==> src/rtl/dma_ptr_pkg.sv <==
package dma_ptr_pkg;
  localparam int unsigned REG_AW = 3;

  typedef enum logic [REG_AW-1:0] {
    REG_BASE_LO  = 3'd0,
    REG_BASE_HI  = 3'd1,
    REG_TBL_SIZE = 3'd2,
    REG_CTRL     = 3'd3,
    REG_LAST     = 3'd4
  } reg_sel_e;

  localparam logic [31:0] IDLE_READ = 32'h0000_00FF;
endpackage

==> src/rtl/dma_ptr_regs.sv <==
module dma_ptr_regs
  import dma_ptr_pkg::*;
#(
  parameter int unsigned ID_W = 8,
  parameter int unsigned DW   = 32,
  parameter logic [ID_W-1:0] SIZE_RST = 8'd127
) (
  input  logic              clk_i,
  input  logic              rst_ni,
  input  logic              wr_i,
  input  logic [REG_AW-1:0] addr_i,
  input  logic [DW-1:0]     wdata_i,
  input  logic              busy_i,
  input  logic [ID_W-1:0]   last_i,
  output logic [DW-1:0]     rdata_o,
  output logic [ID_W-1:0]   tbl_size_o,
  output logic              done_en_o,
  output logic [2*DW-1:0]   base_o,
  output logic              base_valid_o,
  output logic              last_wr_o,
  output logic [ID_W-1:0]   last_wdata_o
);
  logic [DW-1:0]   base_lo_q, base_hi_q;
  logic [ID_W-1:0] size_q;
  logic            done_en_q, base_valid_q;

  logic wr_lo, wr_hi, wr_size, wr_ctrl, wr_last;
  assign wr_lo   = wr_i && (addr_i == REG_BASE_LO);
  assign wr_hi   = wr_i && (addr_i == REG_BASE_HI);
  assign wr_size = wr_i && (addr_i == REG_TBL_SIZE) && !busy_i;
  assign wr_ctrl = wr_i && (addr_i == REG_CTRL);
  assign wr_last = wr_i && (addr_i == REG_LAST);

  // last pointer only accepted inside the ID space
  assign last_wr_o    = wr_last && (wdata_i[DW-1:ID_W] == '0) && (wdata_i[ID_W-1:0] <= size_q);
  assign last_wdata_o = wdata_i[ID_W-1:0];

  always_ff @(posedge clk_i or negedge rst_ni) begin
    if (!rst_ni) begin
      base_lo_q    <= '0;
      base_hi_q    <= '0;
      base_valid_q <= 1'b0;
      size_q       <= SIZE_RST;
      done_en_q    <= 1'b0;
    end else begin
      if (wr_hi) begin
        base_hi_q    <= wdata_i;
        base_valid_q <= 1'b0;
      end
      if (wr_lo) begin
        base_lo_q    <= wdata_i;
        base_valid_q <= 1'b1;
      end
      if (wr_size) size_q <= wdata_i[ID_W-1:0];
      if (wr_ctrl) done_en_q <= wdata_i[0];
    end
  end

  always_comb begin
    rdata_o = '0;
    case (addr_i)
      REG_BASE_LO:  rdata_o = base_lo_q;
      REG_BASE_HI:  rdata_o = base_hi_q;
      REG_TBL_SIZE: rdata_o[ID_W-1:0] = size_q;
      REG_CTRL:     rdata_o[0] = done_en_q;
      REG_LAST:     rdata_o = busy_i ? DW'(last_i) : IDLE_READ;
      default:      rdata_o = '0;
    endcase
  end

  assign tbl_size_o   = size_q;
  assign done_en_o    = done_en_q;
  assign base_o       = {base_hi_q, base_lo_q};
  assign base_valid_o = base_valid_q;

  p_size_frozen_r7: assert property (@(posedge clk_i) disable iff (!rst_ni)
    busy_i |=> $stable(size_q));
  p_base_commit_r10: assert property (@(posedge clk_i) disable iff (!rst_ni)
    $rose(base_valid_q) |-> $past(wr_i && (addr_i == REG_BASE_LO)));
  p_idle_read_r5: assert property (@(posedge clk_i) disable iff (!rst_ni)
    (!busy_i && addr_i == REG_LAST) |-> (rdata_o == IDLE_READ));
endmodule

==> src/rtl/dma_ptr_seq.sv <==
module dma_ptr_seq #(
  parameter int unsigned ID_W = 8,
  parameter logic [ID_W-1:0] SIZE_RST = 8'd127
) (
  input  logic            clk_i,
  input  logic            rst_ni,
  input  logic [ID_W-1:0] tbl_size_i,
  input  logic            last_wr_i,
  input  logic [ID_W-1:0] last_wdata_i,
  input  logic            done_en_i,
  input  logic            desc_ready_i,
  input  logic            cmpl_i,
  output logic            desc_valid_o,
  output logic [ID_W-1:0] desc_id_o,
  output logic            busy_o,
  output logic [ID_W-1:0] last_o,
  output logic            done_we_o,
  output logic [ID_W-1:0] done_id_o,
  output logic            irq_o
);
  function automatic logic [ID_W-1:0] id_next(input logic [ID_W-1:0] p, input logic [ID_W-1:0] top);
    return (p >= top) ? '0 : p + 1'b1;
  endfunction

  logic [ID_W-1:0] last_q, iss_q, cmp_q;
  logic [ID_W-1:0] last_d, cmp_nxt;
  logic            inflight, cmpl_ok, issue;

  assign busy_o       = (cmp_q != last_q);
  assign desc_valid_o = (iss_q != last_q);
  assign desc_id_o    = id_next(iss_q, tbl_size_i);
  assign inflight     = (cmp_q != iss_q);
  assign cmpl_ok      = cmpl_i && inflight;
  assign issue        = desc_valid_o && desc_ready_i;
  assign cmp_nxt      = id_next(cmp_q, tbl_size_i);
  assign last_d       = last_wr_i ? last_wdata_i : last_q;
  assign last_o       = last_q;

  always_ff @(posedge clk_i or negedge rst_ni) begin
    if (!rst_ni) begin
      last_q    <= SIZE_RST;
      iss_q     <= SIZE_RST;
      cmp_q     <= SIZE_RST;
      done_we_o <= 1'b0;
      done_id_o <= '0;
      irq_o     <= 1'b0;
    end else begin
      last_q <= last_d;
      if (issue) iss_q <= desc_id_o;
      if (cmpl_ok) cmp_q <= cmp_nxt;
      done_we_o <= cmpl_ok && done_en_i;
      done_id_o <= cmp_nxt;
      // an extension written in the same cycle defers the interrupt
      irq_o     <= cmpl_ok && (cmp_nxt == last_d);
    end
  end

  p_hold_id_r3: assert property (@(posedge clk_i) disable iff (!rst_ni)
    (desc_valid_o && !desc_ready_i) |=> $stable(desc_id_o));
  p_idle_quiet_r4: assert property (@(posedge clk_i) disable iff (!rst_ni)
    !busy_o |-> !desc_valid_o);
  p_done_gate_r8: assert property (@(posedge clk_i) disable iff (!rst_ni)
    done_we_o |-> ($past(cmpl_i) && $past(done_en_i)));
  p_irq_pulse_r9: assert property (@(posedge clk_i) disable iff (!rst_ni)
    irq_o |=> !irq_o);
  p_irq_drained_r9: assert property (@(posedge clk_i) disable iff (!rst_ni)
    irq_o |-> !busy_o);
endmodule

==> src/rtl/dma_ptr_ctrl.sv <==
module dma_ptr_ctrl
  import dma_ptr_pkg::*;
#(
  parameter int unsigned ID_W = 8,
  parameter int unsigned DW   = 32,
  parameter logic [ID_W-1:0] SIZE_RST = 8'd127
) (
  input  logic              clk_i,
  input  logic              rst_ni,
  input  logic              reg_wr_i,
  input  logic [REG_AW-1:0] reg_addr_i,
  input  logic [DW-1:0]     reg_wdata_i,
  output logic [DW-1:0]     reg_rdata_o,
  output logic              desc_valid_o,
  output logic [ID_W-1:0]   desc_id_o,
  input  logic              desc_ready_i,
  input  logic              cmpl_i,
  output logic              done_we_o,
  output logic [ID_W-1:0]   done_id_o,
  output logic              irq_o,
  output logic [2*DW-1:0]   base_o,
  output logic              base_valid_o
);
  logic [ID_W-1:0] tbl_size, last_ptr, last_wdata;
  logic            done_en, busy, last_wr;

  dma_ptr_regs #(.ID_W(ID_W), .DW(DW), .SIZE_RST(SIZE_RST)) u_regs (
    .clk_i        (clk_i),
    .rst_ni       (rst_ni),
    .wr_i         (reg_wr_i),
    .addr_i       (reg_addr_i),
    .wdata_i      (reg_wdata_i),
    .busy_i       (busy),
    .last_i       (last_ptr),
    .rdata_o      (reg_rdata_o),
    .tbl_size_o   (tbl_size),
    .done_en_o    (done_en),
    .base_o       (base_o),
    .base_valid_o (base_valid_o),
    .last_wr_o    (last_wr),
    .last_wdata_o (last_wdata)
  );

  dma_ptr_seq #(.ID_W(ID_W), .SIZE_RST(SIZE_RST)) u_seq (
    .clk_i        (clk_i),
    .rst_ni       (rst_ni),
    .tbl_size_i   (tbl_size),
    .last_wr_i    (last_wr),
    .last_wdata_i (last_wdata),
    .done_en_i    (done_en),
    .desc_ready_i (desc_ready_i),
    .cmpl_i       (cmpl_i),
    .desc_valid_o (desc_valid_o),
    .desc_id_o    (desc_id_o),
    .busy_o       (busy),
    .last_o       (last_ptr),
    .done_we_o    (done_we_o),
    .done_id_o    (done_id_o),
    .irq_o        (irq_o)
  );
endmodule

==> config.mk <==
export PLATFORM = sky130hd
export DESIGN_NAME = dma_ptr_ctrl
export DESIGN_NICKNAME = d
export VERILOG_FILES = /design/src/rtl/dma_ptr_pkg.sv /design/src/rtl/dma_ptr_regs.sv /design/src/rtl/dma_ptr_seq.sv /design/src/rtl/dma_ptr_ctrl.sv
export SDC_FILE = /design/constraint.sdc
export NUM_CORES = 1
export LEC_CHECK = 0
export BUFFER_PORTS_ARGS = -buffer_cell sky130_fd_sc_hd__buf_4
export CELL_PAD_IN_SITES_DETAIL_PLACEMENT = 1
export CELL_PAD_IN_SITES_GLOBAL_PLACEMENT = 1
export CORE_UTILIZATION = 41
export DETAILED_ROUTE_END_ITERATION = 12
export HOLD_SLACK_MARGIN = 0.02
export PLACE_DENSITY_LB_ADDON = 0.15
export SYNTH_ARGS = -nofsm -noshare
export SYNTH_HDL_FRONTEND = slang
export SYNTH_SLANG_ARGS = --single-unit
export TNS_END_PERCENT = 30
==> constraint.sdc <==
create_clock -name clk_i -period 3.4 [get_ports clk_i]
set_input_delay 0.17 -clock clk_i [delete_from_list [all_inputs] [get_ports clk_i]]
set_output_delay 0.17 -clock clk_i [all_outputs]
set_load 0.005 [all_outputs]
==> results.py <==
metrics = {
    "die": {
        "row_count": 43,
        "core_mm2": 0.0141,
        "die-area_mm2": 0.0152,
        "die_w_um": 123,
        "fp.dieH_um": 123,
        "io-pin-count": 156,
        "initial_core_util_pct": 42.7,
    },
    "clocking": {
        "post_cts_buffers": 0,
        "cts_resized": 0,
        "h-tree-depth": 3,
        "clock_latency_ns": 0.36,
        "cts-root-buf": "clkbuf_16",
        "numCtsBuffers": 9,
        "cts_buffer_depth": 2,
        "clk_pin_slew_worst_paths_ns": 0.08,
        "cts_sinks": 108,
        "hold_buffers": 1,
        "cts_tree": "built",
    },
    "detailed_routing": {
        "vias": 5050,
        "firstDrtPassIters": 4,
        "drc": 0,
        "wl_per_cell_um": 21.6,
        "via_per_inst": 5.72,
        "drt-initial-drc-count": 235,
        "drtAntennaViolNets": 0,
        "finalWirelength_um": 19100,
    },
    "timing": {
        "hold_viol": 0,
        "fmax_mhz": 307,
        "maxSlewViolCount": 0,
        "setup_viol": 0,
        "fin_worst_skew_ns": 0.00758,
        "relSlewSlack_pct": 46.1,
        "fin_crit_sh_pct": 95.8,
        "setup-tns-final_ns": 0,
        "rsz0062_at_grt": "no",
        "tightest_slew_ns": 0.808,
        "period_minus_slack_ns": 3.26,
        "whs_ns": 0.0574,
    },
    "logic_synthesis": {
        "synth_top_family_by_area": "multiplexers",
        "synth.top_cell.area_share_pct": 33.1,
        "synthAdderAreaFrac_pct": 5.38,
        "yosys-top-cells-area": "dfrtp_1 33%, mux2_2 15%, dfstp_2 12%",
        "synth_common_cells": "80 x dfrtp_1, 78 x mux2_2, 39 x nand2_1",
        "yosys.cell_count.top_type": "dfrtp_1",
        "ys_types": 57,
        "syn-cell-area_mm2": 0.00604,
        "synth_cells": 552,
        "synth-simple-area-share_pct": 10.8,
        "ys.flop_type": "dfrtp_1",
        "ys_async_sr_fraction_pct": 100,
        "synth_compound_area_share_pct": 13.7,
        "avgSynthCellArea_um2": 10.9,
        "ys_seq_area_share_pct": 45.3,
        "synthXorXnorAreaFrac_pct": 5.22,
        "synth-edff-count": 0,
        "synth_seq_cells": 108,
        "yosysWarnings": 0,
        "yosys.area.top_type": "dfrtp_1",
        "synth_nets": 618,
        "synthMuxAreaShare_pct": 16.1,
    },
    "grt": {
        "grt_max_degree": 62,
        "grtUsageTotal_pct": 26.3,
        "antenna_found_initial": 0,
        "first_global_vias": 5481,
        "grt-ovfl-total": 0,
        "grt_pass1_wl_um": 30100,
    },
    "pwr": {
        "p_sw_mw": 2.14,
        "vdd_drop_max_v": 0.000367,
        "leakage_nw": 3.52,
        "power_frac_seq_pct": 37.5,
        "p_comb_share_pct": 42.3,
        "switching_share_pct": 38.0,
        "p_int_mw": 3.49,
        "clkPwrFrac_pct": 20.2,
        "p_per_area_mw_per_mm2": 728,
    },
    "worst_setup_path": {
        "rrSetupSlack_ns": 0.14,
        "crit-reg2reg-capture": "u_seq.irq_o$_DFF_PN0_",
        "path_class": "reg -> reg",
        "arrival_ns": 3.53,
        "r2r_cells": 9,
        "reg2reg_from": "u_regs.tbl_size_o[5]$_DFFE_PN1P_",
        "cp_slowest_stage_delay_ns": 0.60,
        "slowest_stage": "a221oi_1",
        "cp_data_required_time_ns": 3.68,
        "crit_start": "u_regs.tbl_size_o[5]$_DFFE_PN1P_",
        "critical_path.top_delay_family": "compound AO/OA/AOI/OAI gates",
        "crit_chain": "inv_1, ha_1, and3_1, a221o_1, a221oi_1, xnor2_1, a22oi_1, or4_1, nor3_2",
        "endpoint_kind": "register",
        "path_max_fanout": 7,
        "start_kind": "register",
        "cp_num_buf_inv": 1,
    },
    "final_layout": {
        "syn_to_final_growth_pct": 28.1,
        "drive_gt1_share_pct": 42.7,
        "stdcell_count": 883,
        "seqCellArea_mm2": 0.00274,
        "antenna_cells": 0,
        "nets": 764,
        "nFillCells": 1529,
        "multi_input_area_mm2": 0.00310,
    },
    "job": {
        "maxCapViolations": 0,
    },
    "worst_hold_path": {
        "whs_path_depth": 2,
        "hp-start": "reg_wdata_i[19]",
        "min_to": "u_regs.base_hi_q[19]$_DFFE_PN0P_",
        "hp-class": "in -> reg",
    },
    "outcome": {
        "outcome": "finished clean",
    },
    "placed_design": {
        "gp_congestion": 0.864,
        "dp.cells": 866,
        "io_buffers": 155,
        "dp_hpwl_um": 14100,
    },
}
[cell families (layout without fill, tap and decap cells)]
kind of cell               count (synthesis)  in the layout
AOI/OAI and AO/OA                        120            120
xor gates and xnor gates                  36             36
adders and majority gates                 26             26
buffers and inverters                     50            201
DFF                                      108            108
muxes                                     86             86
and+or+nand+nor                          126            126
[cell usage in the layout, fill, tap and decap left out, types with 9 or more instances in the layout]
| master | instances |
|---|---|
| a211oi_1 | 9 |
| a21oi_1 | 20 |
| a22o_1 | 25 |
| buf_4 | 165 |
| clkbuf_16 | 9 |
| dfrtp_1 | 80 |
| dfstp_2 | 28 |
| ha_1 | 26 |
| inv_1 | 17 |
| mux2_2 | 78 |
| nand2_1 | 39 |
| nand3_1 | 10 |
| nand4_1 | 13 |
| nor2_1 | 25 |
| o21ai_0 | 28 |
| xnor2_1 | 25 |
| xor2_1 | 11 |
[routing by layer]
layer	wire length, um	GRT usage [%]
met4	304	7.08
met5	0	0
met1	7800	32.1
met3	1010	6.13
met2	9940	46.3
[worst max-delay path by stage]
stage                                  endpoint  cells after the start  slack [ns]
after floorplan           u_seq.irq_o$_DFF_PN0_                     10        0.47
after detailed placement  u_seq.irq_o$_DFF_PN0_                      9        0.19
final                     u_seq.irq_o$_DFF_PN0_                      9        0.14
after CTS                 u_seq.irq_o$_DFF_PN0_                      9        0.16
after global placement    u_seq.irq_o$_DFF_PN0_                      9        0.35
after global routing      u_seq.irq_o$_DFF_PN0_                      9        0.07
[state kept, by name, indices dropped and copies added, names as in the netlist]
register and cells:
u_regs.tbl_size_o 8, u_seq.irq_o 1, u_regs.base_lo_q 32, u_seq.iss_q 8, u_regs.done_en_o 1, u_seq.done_we_o 1, u_regs.base_hi_q 32, u_seq.last_o 8
u_seq.cmp_q 8, u_seq.done_id_o 8, u_regs.base_valid_o 1
[cell type report]
| cell class | count | area share, % |
|---|---|---|
| clock inverters | 6 | 1.05 |
| clock buffers | 10 | 3.09 |
| repair buffers | 168 | 16.7 |
| inverters | 17 | 0.825 |
| flip-flops and latches | 108 | 35.4 |
| well taps | 180 | 2.91 |
| multi-input cells | 394 | 40.1 |
[worst register-to-register path, delay by kind of cell (launching register included)]
kind	cells	cell delay [ns]
AOI/OAI and AO/OA	3	1.14
xor gates and xnor gates	1	0.23
adders and majority gates	1	0.30
buffers and inverters	1	0.08
DFF	1	0.55
and+or+nand+nor	3	0.90
[power by group through the flow]
| stage | Sequential, mW | Clock (mW) | Combinational (mW) |
|---|---|---|---|
| floorplan | 1.91 | 0 | 1.46 |
| global placement | 2.10 | 0 | 2.29 |
| detailed placement | 2.13 | 0 | 2.40 |
| CTS | 2.12 | 1.16 | 2.41 |
| global route | 2.17 | 1.21 | 2.65 |
| finish | 2.11 | 1.14 | 2.39 |
[metrics by stage]
| step | power (mW) | setup slack (ns) | cell area [um2] | utilization [%] |
|---|---|---|---|---|
| after global placement | 4.39 | 0.350 | 7410 | 52.3 |
| after detailed placement | 4.52 | 0.190 | 7410 | 52.3 |
| after global routing | 6.03 | 0.0695 | 7740 | 54.7 |
| after CTS | 5.69 | 0.165 | 7740 | 54.7 |
| after floorplan | 3.37 | 0.470 | 6040 | - |
| final | 5.64 | 0.144 | 7740 | 54.7 |
Power figures use the tool's default switching activity.
